**config.mk**
```make
export PLATFORM = sky130hd
export DESIGN_NAME = wake_arb
export DESIGN_NICKNAME = d
export VERILOG_FILES = /design/src/rtl/wake_arb_pkg.sv /design/src/rtl/wake_arb_sync.sv /design/src/rtl/wake_arb_host_regs.sv /design/src/rtl/wake_arb_fsm.sv /design/src/rtl/wake_arb.sv
export SDC_FILE = /design/constraint.sdc
export NUM_CORES = 1
export LEC_CHECK = 0
export BUFFER_PORTS_ARGS = -buffer_cell sky130_fd_sc_hd__buf_2
export CAP_MARGIN = 20
export CELL_PAD_IN_SITES_DETAIL_PLACEMENT = 0
export CELL_PAD_IN_SITES_GLOBAL_PLACEMENT = 2
export CORE_ASPECT_RATIO = 1.4
export CORE_MARGIN = 3
export CORE_UTILIZATION = 21
export DETAILED_ROUTE_END_ITERATION = 7
export GPL_ROUTABILITY_DRIVEN = 0
export GPL_TIMING_DRIVEN = 0
export PLACE_DENSITY_LB_ADDON = 0.1
export SLEW_MARGIN = 20
export SYNTH_ARGS = -nofsm -noshare
export SYNTH_HDL_FRONTEND = slang
export SYNTH_SLANG_ARGS = --single-unit
```
**constraint.sdc**
```tcl
create_clock -name clk -period 2.4 [get_ports clk]
set_input_delay 0.12 -clock clk [delete_from_list [all_inputs] [get_ports clk]]
set_output_delay 0.12 -clock clk [all_outputs]
set_load 0.005 [all_outputs]
```
**src/rtl/wake_arb_pkg.sv**
```systemverilog
package wake_arb_pkg;

   typedef enum logic [1:0] {
      DOM_DOWN     = 2'd0,
      DOM_WAKING   = 2'd1,
      DOM_AWAKE    = 2'd2,
      DOM_SLEEPING = 2'd3
   } dom_state_e;

   typedef enum logic [2:0] {
      PS_NONE  = 3'd0,
      PS_PROC  = 3'd1,
      PS_RADIO = 3'd2,
      PS_ERROR = 3'd3
   } psave_e;

   // bit positions in the control/status word
   localparam int CTL_CLK_RDY  = 0;
   localparam int CTL_INIT     = 2;
   localparam int CTL_ACCESS   = 3;
   localparam int CTL_SLEEPING = 4;
   localparam int CTL_PSAVE_LO = 24;
   localparam int CTL_RFKILL   = 27;
   localparam int CTL_MIN_W    = CTL_RFKILL + 1;

   // bit position in the reset register
   localparam int RST_SW       = 7;

endpackage

```
**src/rtl/wake_arb_sync.sv**
```systemverilog
module wake_arb_sync #(
   parameter int STAGES = 2
) (
   input  logic clk,
   input  logic rst_n,
   input  logic d,
   output logic q
);

   generate
      if (STAGES == 0) begin : g_bypass
         assign q = d;
      end else begin : g_chain
         logic [STAGES-1:0] chain_q;
         if (STAGES == 1) begin : g_one
            always_ff @(posedge clk or negedge rst_n) begin
               if (!rst_n) chain_q <= '0;
               else        chain_q <= d;
            end
         end else begin : g_many
            always_ff @(posedge clk or negedge rst_n) begin
               if (!rst_n) chain_q <= '0;
               else        chain_q <= {chain_q[STAGES-2:0], d};
            end
         end
         assign q = chain_q[STAGES-1];
      end
   endgenerate

endmodule

```
**src/rtl/wake_arb_host_regs.sv**
```systemverilog
module wake_arb_host_regs
   import wake_arb_pkg::*;
#(
   parameter int DATA_W = 32
) (
   input  logic              clk,
   input  logic              rst_n,
   input  logic              wr_en,
   input  logic              wr_addr,
   input  logic [DATA_W-1:0] wr_data,
   input  logic              clk_ready,
   output logic              init_q,
   output logic              access_q,
   output logic              boot_pend_q,
   output logic              sw_rst
);

   logic ctl_wr;
   logic rst_wr;

   assign ctl_wr = wr_en && !wr_addr;
   assign rst_wr = wr_en &&  wr_addr;
   assign sw_rst = rst_wr && wr_data[RST_SW];

   always_ff @(posedge clk or negedge rst_n) begin
      if (!rst_n) begin
         init_q      <= 1'b0;
         access_q    <= 1'b0;
         boot_pend_q <= 1'b0;
      end else if (sw_rst) begin
         init_q      <= 1'b0;
         access_q    <= 1'b0;
         boot_pend_q <= 1'b0;
      end else if (ctl_wr) begin
         init_q      <= wr_data[CTL_INIT];
         access_q    <= wr_data[CTL_ACCESS];
         if (!init_q && wr_data[CTL_INIT]) boot_pend_q <= 1'b1;
         else if (!wr_data[CTL_INIT])      boot_pend_q <= 1'b0;
      end else if (clk_ready) begin
         boot_pend_q <= 1'b0;
      end
   end

endmodule

```
**src/rtl/wake_arb_fsm.sv**
```systemverilog
module wake_arb_fsm
   import wake_arb_pkg::*;
#(
   parameter int IDLE_CYCLES = 16
) (
   input  logic       clk,
   input  logic       rst_n,
   input  logic       init_q,
   input  logic       access_q,
   input  logic       boot_pend,
   input  logic       sw_rst,
   input  logic       pwr_ack,
   input  logic       radio_pd,
   output logic       clk_ready,
   output logic       going_sleep,
   output logic       pwr_req,
   output logic [2:0] psave
);

   dom_state_e st_q;
   dom_state_e st_d;
   logic       idle_hit;
   logic       err_q;
   logic       awake;

   assign awake = (st_q == DOM_AWAKE);

   generate
      if (IDLE_CYCLES == 0) begin : g_no_idle
         assign idle_hit = 1'b0;
      end else begin : g_idle
         localparam int CNT_W = $clog2(IDLE_CYCLES + 1);
         localparam logic [CNT_W-1:0] CNT_LAST = CNT_W'(IDLE_CYCLES - 1);
         logic [CNT_W-1:0] cnt_q;
         always_ff @(posedge clk or negedge rst_n) begin
            if (!rst_n)                     cnt_q <= '0;
            else if (awake && !access_q)    cnt_q <= idle_hit ? cnt_q : cnt_q + CNT_W'(1);
            else                            cnt_q <= '0;
         end
         assign idle_hit = awake && !access_q && (cnt_q == CNT_LAST);
      end
   endgenerate

   always_comb begin
      st_d = st_q;
      unique case (st_q)
         DOM_DOWN: begin
            if (init_q && (access_q || boot_pend) && !sw_rst) st_d = DOM_WAKING;
         end
         DOM_WAKING: begin
            if (sw_rst || !init_q) st_d = DOM_SLEEPING;
            else if (pwr_ack)      st_d = DOM_AWAKE;
         end
         DOM_AWAKE: begin
            if (sw_rst || !init_q || !pwr_ack || idle_hit) st_d = DOM_SLEEPING;
         end
         DOM_SLEEPING: begin
            if (!pwr_ack) st_d = DOM_DOWN;
         end
         default: st_d = DOM_DOWN;
      endcase
   end

   always_ff @(posedge clk or negedge rst_n) begin
      if (!rst_n) begin
         st_q  <= DOM_DOWN;
         err_q <= 1'b0;
      end else begin
         st_q <= st_d;
         if (sw_rst)                err_q <= 1'b0;
         else if (awake && !pwr_ack) err_q <= 1'b1;
      end
   end

   assign clk_ready   = awake;
   assign going_sleep = (st_q == DOM_SLEEPING);
   assign pwr_req     = (st_q == DOM_WAKING) || awake;

   always_comb begin
      if (err_q)      psave = PS_ERROR;
      else if (awake) psave = radio_pd ? PS_RADIO : PS_NONE;
      else            psave = init_q ? PS_PROC : PS_NONE;
   end

endmodule

```
**src/rtl/wake_arb.sv**
```systemverilog
module wake_arb
   import wake_arb_pkg::*;
#(
   parameter int DATA_W      = 32,
   parameter int IDLE_CYCLES = 16,
   parameter int SYNC_STAGES = 2
) (
   input  logic              clk,
   input  logic              rst_n,
   input  logic              wr_en,
   input  logic              wr_addr,
   input  logic [DATA_W-1:0] wr_data,
   output logic [DATA_W-1:0] rd_data,
   input  logic              rfkill_in,
   input  logic              radio_pd,
   output logic              pwr_req,
   input  logic              pwr_ack,
   output logic              access_granted
);

   generate
      if (DATA_W < CTL_MIN_W) begin : g_bad_width
         $error("wake_arb: DATA_W must hold bit %0d", CTL_RFKILL);
      end
      if (IDLE_CYCLES < 0) begin : g_bad_idle
         $error("wake_arb: IDLE_CYCLES must not be negative");
      end
      if (SYNC_STAGES < 0 || SYNC_STAGES > 4) begin : g_bad_sync
         $error("wake_arb: SYNC_STAGES must be 0 to 4");
      end
   endgenerate

   logic       init_q;
   logic       access_q;
   logic       boot_pend;
   logic       sw_rst;
   logic       clk_ready;
   logic       going_sleep;
   logic [2:0] psave;
   logic       rfkill_s;

   wake_arb_host_regs #(.DATA_W(DATA_W)) u_regs (
      .clk         (clk),
      .rst_n       (rst_n),
      .wr_en       (wr_en),
      .wr_addr     (wr_addr),
      .wr_data     (wr_data),
      .clk_ready   (clk_ready),
      .init_q      (init_q),
      .access_q    (access_q),
      .boot_pend_q (boot_pend),
      .sw_rst      (sw_rst)
   );

   wake_arb_fsm #(.IDLE_CYCLES(IDLE_CYCLES)) u_fsm (
      .clk         (clk),
      .rst_n       (rst_n),
      .init_q      (init_q),
      .access_q    (access_q),
      .boot_pend   (boot_pend),
      .sw_rst      (sw_rst),
      .pwr_ack     (pwr_ack),
      .radio_pd    (radio_pd),
      .clk_ready   (clk_ready),
      .going_sleep (going_sleep),
      .pwr_req     (pwr_req),
      .psave       (psave)
   );

   wake_arb_sync #(.STAGES(SYNC_STAGES)) u_rfkill_sync (
      .clk   (clk),
      .rst_n (rst_n),
      .d     (rfkill_in),
      .q     (rfkill_s)
   );

   always_comb begin
      rd_data                     = '0;
      rd_data[CTL_CLK_RDY]        = clk_ready;
      rd_data[CTL_INIT]           = init_q;
      rd_data[CTL_ACCESS]         = access_q;
      rd_data[CTL_SLEEPING]       = going_sleep;
      rd_data[CTL_PSAVE_LO +: 3]  = psave;
      rd_data[CTL_RFKILL]         = rfkill_s;
   end

   assign access_granted = clk_ready && !going_sleep;

endmodule

```
==> impl_metrics.csv, run 1 <==
group,metric,value,unit
run_status,status,"completed",
placed_design,dpl.cell_count,201,
route,drt-wirelength-per-cell,9.60,um
die,pin_count,73,
global_route,grt_overflow,0,
worst_setup_path,crit_chain,"ha_1 -> and3_1 -> ha_1 -> buf_6 -> and2b_4 -> a2bb2oi_2 -> o211ai_2 -> mux2_4",
yosys,synthCells,99,
placed_design,portBuffers,18,
timing,final_hold_viol_count,0,
route,dr.pass1.iters,3,
final_layout,instances_no_fill,207,
timing,rsz0062_at_grt,"no",
worst_setup_path,critical_path_required,2.53,ns
die,dieWidth,63.5,um
worst_hold_path,hold_depth,2,
timing,hold_slack,0.140,ns
yosys,yosysUniqueCellTypes,31,
worst_setup_path,critPathKind,"flop to flop",
worst_setup_path,worst_setup_path_start_kind,"flop",
worst_setup_path,startpoint,"u_fsm.g_idle.cnt_q[0]$_DFFE_PN0P_",
cts,cts_root_buf,"clkbuf_8",
worst_setup_path,arrival,2.19,ns
cts,ctsHoldBuffers,2,
timing,period_share,0.857,
route,first_iter_violations,31,
cts,clock_path_buffers,2,
global_route,grt.total_usage,0.0795,
power,power_leakage,0.740,nW
yosys,yosys_warnings,0,
final_layout,mostFrequentLayoutCell,"buf_4",
timing,setup_viol_count_final,0,
power,irDropWorstVdd,0.000208,V
worst_setup_path,end_kind,"flop",
global_route,antenna_found_initial,0,
final_layout,final_area,1290,um2
route,vias,728,
yosys,ys.flop_type,"dfrtp_1",
worst_setup_path,path_buf_inv,1,
die,rows,28,
route,wl,1.99,mm
worst_setup_path,max_stage_delay,0.41,ns
timing,period_needed,2.06,ns
worst_hold_path,hp-start,"wr_data[3]",
cts,clk_pin_slew,0.06,ns
final_layout,n_antenna_cell,0,
final_layout,final_util,0.298,
route,drc,0,
power,p_per_area,762,nW/um2
final_layout,drive_above_1_share,0.415,
cts,post_cts_buffers,0,
worst_hold_path,min_path_type,"input port to flop",
timing,final_max_slew_viol_count,0,
cts,cts_resized,0,
power,finalPower,0.986,mW
worst_setup_path,critPathTopFamily,"flip-flops",
worst_setup_path,rr_startpoint,"u_fsm.g_idle.cnt_q[0]$_DFFE_PN0P_",
timing,setup_tns,0,ns
yosys,ys_ff_latch,13,
worst_setup_path,path_depth,8,
yosys,ys_seq_area_frac,0.335,
cts,cts_tree,"built",
global_route,grt_pass1_vias,758,
route,vias_per_cell,3.52,
worst_setup_path,path_max_fanout,7,
die,die-area,5490,um2
placed_design,dp_worst_setup_slack,0.349,ns
timing,timing.clock.skew,0.00320,ns
timing,max_freq,0.486,GHz
final_layout,area_growth_syn_to_layout,33.1,%
global_route,grt_pass1_wl,3.37,mm
die,die_y,86.5,um
job,maxCapViolations,0,
cts,cts_htree_levels,1,
worst_setup_path,cpMostUsedCell,"ha_1",
yosys,synth_area,972,um2
yosys,avgSynthCellArea,9.82,um2
die,initial_core_util,0.224,
final_layout,fin_nets,194,
final_layout,final_cell_mix,"30 x buf_4, 25 x conb_1, 18 x buf_2, 13 x dfrtp_1, 8 x nor2_1",
cts,numCtsBuffers,3,
cts,clock_latency,0.25,ns
route,ant_nets,0,
global_route,grt_max_degree,14,
yosys,synth_edf_count,0,
placed_design,dpl_cell_area,1230,um2
timing,setup_ws,0.343,ns
yosys,async_flop_share,1.00,
cts,cts.sinks,13,
worst_setup_path,ff2ff_path_depth,8,
die,core,4340,um2
worst_setup_path,slowest_stage,"dfrtp_1",
## area by class of cell
type	count	area, um2
fill	501	3050
multi-input combinational	73	478
sequential	13	325
buffer	31	236
timing repair buffer	20	110
tap	60	75.1
clock buffer	3	41.3
inverter	6	22.5
clock inverter	1	5.00
## cell usage after synthesis, types with 2 or more instances
cell type | n | area (um2)
a21oi_1 | 3 | 15.0
a21o_1 | 3 | 22.5
xor2_1 | 2 | 17.5
inv_1 | 6 | 22.5
buf_4 | 30 | 225
and3_1 | 2 | 12.5
nand2b_1 | 2 | 12.5
dfrtp_1 | 13 | 325
ha_1 | 7 | 87.6
nand2_1 | 3 | 11.3
nor2_1 | 8 | 30.0
## cell families after synthesis
logic type	share of synthesized area
adder cells (fa/ha/maj)	0.0901
other	0.00386
XOR/XNOR	0.0270
AND/OR/NAND/NOR	0.118
multiplexers	0.0257
AO/OA/AOI/OAI	0.134
buffers and inverters	0.266
flip-flops	0.335
## worst register-to-register path: stages, from the launching register on
cell       delay (ns)
dfrtp_1          0.41
ha_1             0.21
and3_1           0.18
ha_1             0.19
buf_6            0.14
and2b_4          0.16
a2bb2oi_2        0.16
o211ai_2         0.18
mux2_4           0.31
## worst paths after layout
check / to / slack, ns
worst min-delay path: u_regs.access_q$_DFFE_PN0P_ / 0.14
worst min register to register: u_rfkill_sync.g_chain.chain_q[1]$_DFF_PN0_ / 0.35
worst max register to register: u_fsm.st_q[1]$_DFFE_PN0P_ / 0.34
max in group asynchronous: u_fsm.st_q[1]$_DFFE_PN0P_ / 1.86
worst max-delay path: u_fsm.st_q[1]$_DFFE_PN0P_ / 0.34
min in group asynchronous: u_fsm.g_idle.cnt_q[2]$_DFFE_PN0P_ / 0.29
## per-layer routing
layer / track usage / vias up / share of wire
met5: 0 / - / 0
met4: 0.0589 / 0 / 0.035
met3: 0.00908 / 5 / 0.042
met2: 0.142 / 23 / 0.55
met1: 0.0857 / 332 / 0.38
li1: - / 368 / -
## power by group
group,leakage [nW],internal [mW],total (mW),switching (mW)
combinational,0.549,0.256,0.472,0.216
sequential,0.166,0.268,0.316,0.0472
clock,0.0255,0.115,0.198,0.0836
total,0.740,0.640,0.986,0.346
## registers in the layout, indices dropped and copies added (netlist names)
signal,cells
u_fsm.g_idle.cnt_q,5
u_fsm.st_q,2
u_rfkill_sync.g_chain.chain_q,2
u_fsm.err_q,1
u_regs.access_q,1
u_regs.boot_pend_q,1
u_regs.init_q,1
Power figures use the tool's default switching activity.
==> run 2, diff against run 1 <==
--- a/config.mk
+++ b/config.mk
@@ -11,12 +11,13 @@
 export CELL_PAD_IN_SITES_GLOBAL_PLACEMENT = 2
 export CORE_ASPECT_RATIO = 1.4
 export CORE_MARGIN = 3
-export CORE_UTILIZATION = 21
+export CORE_UTILIZATION = 22
+export CTS_BUF_LIST = sky130_fd_sc_hd__clkbuf_8
 export DETAILED_ROUTE_END_ITERATION = 7
 export GPL_ROUTABILITY_DRIVEN = 0
 export GPL_TIMING_DRIVEN = 0
 export PLACE_DENSITY_LB_ADDON = 0.1
-export SLEW_MARGIN = 20
+export SLEW_MARGIN = 25
 export SYNTH_ARGS = -nofsm -noshare
 export SYNTH_HDL_FRONTEND = slang
 export SYNTH_SLANG_ARGS = --single-unit
==> impl_metrics.csv, run 2 (synthesis gave the netlist of run 1 again) <==
group,metric,value,unit
route,top_layer_used,"met4",
final_layout,mostFrequentLayoutCell,"buf_4",
final_layout,multi_input_area,478,um2
global_route,grt.total_usage,0.0775,
worst_hold_path,min_path_type,"input port to flop",
final_layout,final_util,0.305,
placed_design,dpl.cell_count,201,
worst_setup_path,worst_setup_path_start_kind,"flop",
route,met2_length,1.10,mm
die,pin_count,73,
final_layout,n_antenna_cell,0,
cts,numCtsBuffers,3,
final_layout,fin_nets,194,
placed_design,portBuffers,18,
worst_setup_path,path_max_fanout,7,
job,maxCapViolations,0,
final_layout,final_cell_mix,"30 x buf_4, 25 x conb_1, 18 x buf_2, 13 x dfrtp_1, 8 x nor2_1",
route,vias_per_cell,3.40,
final_layout,final_area,1290,um2
global_route,grt_pass1_vias,715,
power,p_per_area,753,nW/um2
cts,cts_htree_levels,1,
route,drc,0,
final_layout,instances_no_fill,207,
final_layout,area_growth_syn_to_layout,32.9,%
route,ant_nets,0,
route,wl,1.90,mm
route,drt-met1-wl,679,um
global_route,grt_overflow,0,
route,drt-wirelength-per-cell,9.19,um
timing,rsz0062_at_grt,"no",
timing,setup_tns,0,ns
cts,cts.sinks,13,
final_layout,regArea,325,um2
final_layout,drive_above_1_share,0.408,
worst_setup_path,end_kind,"flop",
die,rows,28,
placed_design,dpl_cell_area,1230,um2
final_layout,reg_top3,"u_fsm.g_idle.cnt_q x5, u_fsm.st_q x2, u_rfkill_sync.g_chain.chain_q x2",
cts,clk_pin_slew,0.05,ns
worst_setup_path,critical_path_required,2.53,ns
die,die-area,5260,um2
timing,setup_viol_count_final,0,
placed_design,place_hpwl,1.61,mm
route,wl_met3,86,um
die,initial_core_util,0.229,
timing,max_freq,0.482,GHz
route,dr.pass1.iters,2,
die,dieWidth,62.2,um
cts,cts_tree,"built",
timing,final_max_slew_viol_count,0,
run_status,status,"completed",
die,die_y,84.7,um
final_layout,fill_cells,462,
cts,post_cts_buffers,0,
global_route,grt_max_degree,14,
route,first_iter_violations,23,
cts,cts_resized,0,
cts,clock_latency,0.24,ns
final_layout,largest_register_ffs,5,
power,irDropWorstVdd,0.000179,V
timing,period_share,0.864,
worst_setup_path,critPathKind,"flop to flop",
cts,cts_root_buf,"clkbuf_8",
route,vias,703,
die,core,4240,um2
final_layout,regMostFlops,"u_fsm.g_idle.cnt_q",
global_route,grt_pass1_wl,3.11,mm
power,power_leakage,0.742,nW
timing,timing.clock.skew,0.00121,ns
global_route,antenna_found_initial,0,
worst_setup_path,arrival,2.20,ns
timing,period_needed,2.07,ns
timing,final_hold_viol_count,0,
cts,clock_path_buffers,2,
==> run 2: cell count changes in the layout (fill, tap and decap cells not counted), sizes merged <==
cell    change
inv         +1
clkinv      -1
==> run 2: worst max-delay path, cell delays in order (launching register included) <==
cell       delay, ns
dfrtp_1         0.41
ha_1            0.22
and3_1          0.19
ha_1            0.19
buf_6           0.13
and2b_4         0.16
a2bb2oi_2       0.16
o211ai_2        0.19
mux2_4          0.31
==> run 2: per-layer routing <==
| metal | global-route usage | vias to the layer above |
|---|---|---|
| met1 | 0.0705 | 313 |
| met5 | 0 | - |
| met4 | 0.0604 | 0 |
| met2 | 0.152 | 23 |
| li1 | - | 365 |
| met3 | 0.00937 | 2 |
==> run 2: final timing paths <==
check | startpoint | endpoint | slack, ns | depth (start not counted)
max in group asynchronous | rst_n | u_fsm.st_q[1]$_DFFE_PN0P_ | 1.86 | 2
min in group asynchronous | rst_n | u_fsm.g_idle.cnt_q[4]$_DFFE_PN0P_ | 0.30 | 2
min | wr_data[3] | u_regs.access_q$_DFFE_PN0P_ | 0.14 | 2
max reg2reg | u_fsm.g_idle.cnt_q[0]$_DFFE_PN0P_ | u_fsm.st_q[1]$_DFFE_PN0P_ | 0.33 | 8
min reg2reg | u_rfkill_sync.g_chain.chain_q[0]$_DFF_PN0_ | u_rfkill_sync.g_chain.chain_q[1]$_DFF_PN0_ | 0.35 | 0
max | u_fsm.g_idle.cnt_q[0]$_DFFE_PN0P_ | u_fsm.st_q[1]$_DFFE_PN0P_ | 0.33 | 8
==> run 2: power breakdown <==
| part | leakage [nW] | internal, mW | total (mW) | switching [mW] |
|---|---|---|---|---|
| Clock | 0.0269 | 0.113 | 0.190 | 0.0772 |
| Combinational | 0.549 | 0.257 | 0.469 | 0.211 |
| Sequential | 0.166 | 0.269 | 0.314 | 0.0456 |
| Total | 0.742 | 0.639 | 0.973 | 0.334 |
==> run 2: final cells by class <==
cell class,count,share of cell area
tap,60,0.0581
inverter,6,0.0174
sequential,13,0.252
multi-input combinational,73,0.370
clock buffer,3,0.0319
clock inverter,1,0.00290
timing repair buffer,20,0.0852
buffer,31,0.183
==> run 2: stage by stage <==
| step | worst slack (ns) | power [mW] | hold slack, ns |
|---|---|---|---|
| after CTS | 0.302 | 0.998 | 0.131 |
| after global routing | 0.250 | 1.06 | 0.133 |
| after detailed placement | 0.315 | 0.797 | 0.0373 |
| after global placement | 0.323 | 0.790 | 0.0307 |
| after floorplan | 0.443 | 0.651 | -0.176 |
| final | 0.327 | 0.973 | 0.136 |
==> run 2: repair_timing <==
item,in CTS,in global routing
setup endpoints to repair,0,0
hold endpoints to repair,14,0
hold buffers,2,0
==> run 3, diff against run 2 <==
--- a/config.mk
+++ b/config.mk
@@ -13,10 +13,12 @@
 export CORE_MARGIN = 3
 export CORE_UTILIZATION = 22
 export CTS_BUF_LIST = sky130_fd_sc_hd__clkbuf_8
+export CTS_CLUSTER_SIZE = 16
 export DETAILED_ROUTE_END_ITERATION = 7
 export GPL_ROUTABILITY_DRIVEN = 0
 export GPL_TIMING_DRIVEN = 0
 export PLACE_DENSITY_LB_ADDON = 0.1
+export RECOVER_POWER = 50
 export SLEW_MARGIN = 25
 export SYNTH_ARGS = -nofsm -noshare
 export SYNTH_HDL_FRONTEND = slang
==> impl_metrics.csv, run 3 (synthesis gave the netlist of run 1 again) <==
group,metric,value,unit
final_layout,drive_above_1_share,0.401,
worst_setup_path,max_stage_delay,0.41,ns
timing,worst_pin_slew,0.770,ns
die,rows,28,
die,core,4240,um2
global_route,grt_max_degree,14,
final_layout,fill_cells,463,
power,p_sw,0.334,mW
route,dr.pass1.iters,2,
die,dieWidth,62.2,um
power,swShare,0.344,
route,vias_per_cell,3.40,
worst_setup_path,arrival,2.20,ns
timing,max_slew_margin,0.487,
job,maxCapViolations,0,
worst_setup_path,crit_chain,"ha_1 -> and3_1 -> ha_1 -> buf_6 -> and2b_4 -> a2bb2oi_2 -> o211ai_2 -> mux2_4",
cts,cts.sinks,13,
route,vias,703,
global_route,grt_pass1_wl,3.11,mm
cts,cts_resized,0,
power,irDropWorstVdd,0.000179,V
worst_setup_path,path_max_fanout,7,
timing,hold_slack,0.136,ns
cts,numCtsBuffers,3,
cts,post_cts_buffers,0,
cts,ctsHoldBuffers,2,
final_layout,area_growth_syn_to_layout,32.8,%
timing,setup_ws,0.327,ns
worst_setup_path,r2r_end,"u_fsm.st_q[1]$_DFFE_PN0P_",
timing,setup_tns,0,ns
die,die-area,5260,um2
final_layout,n_antenna_cell,0,
placed_design,portBuffers,18,
global_route,use_met3,0.00937,
global_route,antenna_found_initial,0,
final_layout,final_util,0.305,
route,first_iter_violations,23,
timing,rsz0062_at_grt,"no",
worst_setup_path,reg2reg_slack,0.33,ns
timing,max_freq,0.482,GHz
final_layout,final_cell_mix,"30 x buf_4, 25 x conb_1, 17 x buf_2, 13 x dfrtp_1, 8 x nor2_1",
cts,clk_pin_slew,0.05,ns
global_route,grt.total_usage,0.0775,
cts,cts_htree_levels,1,
worst_setup_path,rr_startpoint,"u_fsm.g_idle.cnt_q[0]$_DFFE_PN0P_",
placed_design,place_hpwl,1.61,mm
route,wl,1.90,mm
power,combPwrFrac,0.482,
cts,cts_tree,"built",
global_route,met2_usage,0.152,
power,p_clk_frac,0.195,
cts,clock_path_buffers,2,
timing,final_hold_viol_count,0,
worst_setup_path,slowest_stage,"dfrtp_1",
power,p_per_area,753,nW/um2
die,die_y,84.7,um
worst_setup_path,critical_path_required,2.53,ns
global_route,top_usage_layer,"met2",
worst_setup_path,startpoint,"u_fsm.g_idle.cnt_q[0]$_DFFE_PN0P_",
timing,period_share,0.864,
power,finalPower,0.973,mW
worst_setup_path,ff2ff_path_depth,8,
final_layout,regMostFlops,"u_fsm.g_idle.cnt_q",
power,power_leakage,0.739,nW
global_route,grt_overflow,0,
final_layout,multi_input_area,478,um2
worst_setup_path,worst_setup_path_start_kind,"flop",
route,drt-wirelength-per-cell,9.18,um
die,initial_core_util,0.229,
worst_setup_path,crit_path_end,"u_fsm.st_q[1]$_DFFE_PN0P_",
global_route,grt_pass1_vias,715,
run_status,status,"completed",
worst_setup_path,cpMostUsedCell,"ha_1",
cts,cts_root_buf,"clkbuf_8",
power,power_frac_seq,0.323,
final_layout,largest_register_ffs,5,
worst_setup_path,critPathKind,"flop to flop",
worst_hold_path,min_path_type,"input port to flop",
timing,timing.clock.skew,0.00121,ns
worst_setup_path,end_kind,"flop",
timing,setup_viol_count_final,0,
final_layout,fin_nets,194,
timing,final_max_slew_viol_count,0,
global_route,grtUsageMet1,0.0705,
route,ant_nets,0,
final_layout,mostFrequentLayoutCell,"buf_4",
die,pin_count,73,
power,p_int,0.638,mW
final_layout,reg_top3,"u_fsm.g_idle.cnt_q x5, u_fsm.st_q x2, u_rfkill_sync.g_chain.chain_q x2",
cts,clock_latency,0.24,ns
route,drc,0,
placed_design,dp_worst_setup_slack,0.315,ns
timing,period_needed,2.07,ns
final_layout,regArea,325,um2
-- run 3: area by class of cell --
cell class	count	area share
inverter	6	0.0174
timing repair buffer	20	0.0843
multi-input combinational	73	0.370
buffer	31	0.183
sequential	13	0.252
clock buffer	3	0.0320
tap	60	0.0581
clock inverter	1	0.00291
-- run 3: metrics by stage --
step / std cells / cell area (um2)
2_1_floorplan: 123 / 1060
5_1_grt: 207 / 1290
4_1_cts: 207 / 1290
3_3_place_gp: 201 / 1230
6_report: 207 / 1290
3_5_place_dp: 201 / 1230
-- run 3: worst max-delay path: cells and delay by family (launching register included) --
family | cells | cell delay [ns]
multiplexers | 1 | 0.31
AND/OR/NAND/NOR | 2 | 0.35
flip-flops | 1 | 0.41
AO/OA/AOI/OAI | 2 | 0.35
buffers and inverters | 1 | 0.13
adder cells (fa/ha/maj) | 2 | 0.41
-- run 3: how the worst min path moves through the flow --
| stage | from | cells past startpoint | slack [ns] | endpoint |
|---|---|---|---|---|
| 2_1_floorplan | rst_n | 0 | -0.18 | u_fsm.err_q$_DFFE_PN0P_ |
| 3_3_place_gp | rst_n | 1 | 0.03 | u_fsm.g_idle.cnt_q[4]$_DFFE_PN0P_ |
| 3_5_place_dp | rst_n | 1 | 0.04 | u_fsm.g_idle.cnt_q[4]$_DFFE_PN0P_ |
| 4_1_cts | wr_data[3] | 2 | 0.13 | u_regs.access_q$_DFFE_PN0P_ |
| 5_1_grt | wr_data[3] | 2 | 0.13 | u_regs.access_q$_DFFE_PN0P_ |
| 6_report | wr_data[3] | 2 | 0.14 | u_regs.access_q$_DFFE_PN0P_ |
-- run 3: power groups by stage --
stage	Clock (mW)	Sequential, mW	Combinational [mW]
finish	0.190	0.314	0.468
global route	0.207	0.321	0.535
CTS	0.200	0.316	0.482
detailed placement	0	0.319	0.478
global placement	0	0.318	0.472
floorplan	0	0.306	0.346
-- run 3: per-layer routing --
layer  vias to the layer above  wire length [um]
met4                         0                41
met5                         -                 0
li1                        365                 -
met1                       313               677
met2                        23              1100
met3                         2                86
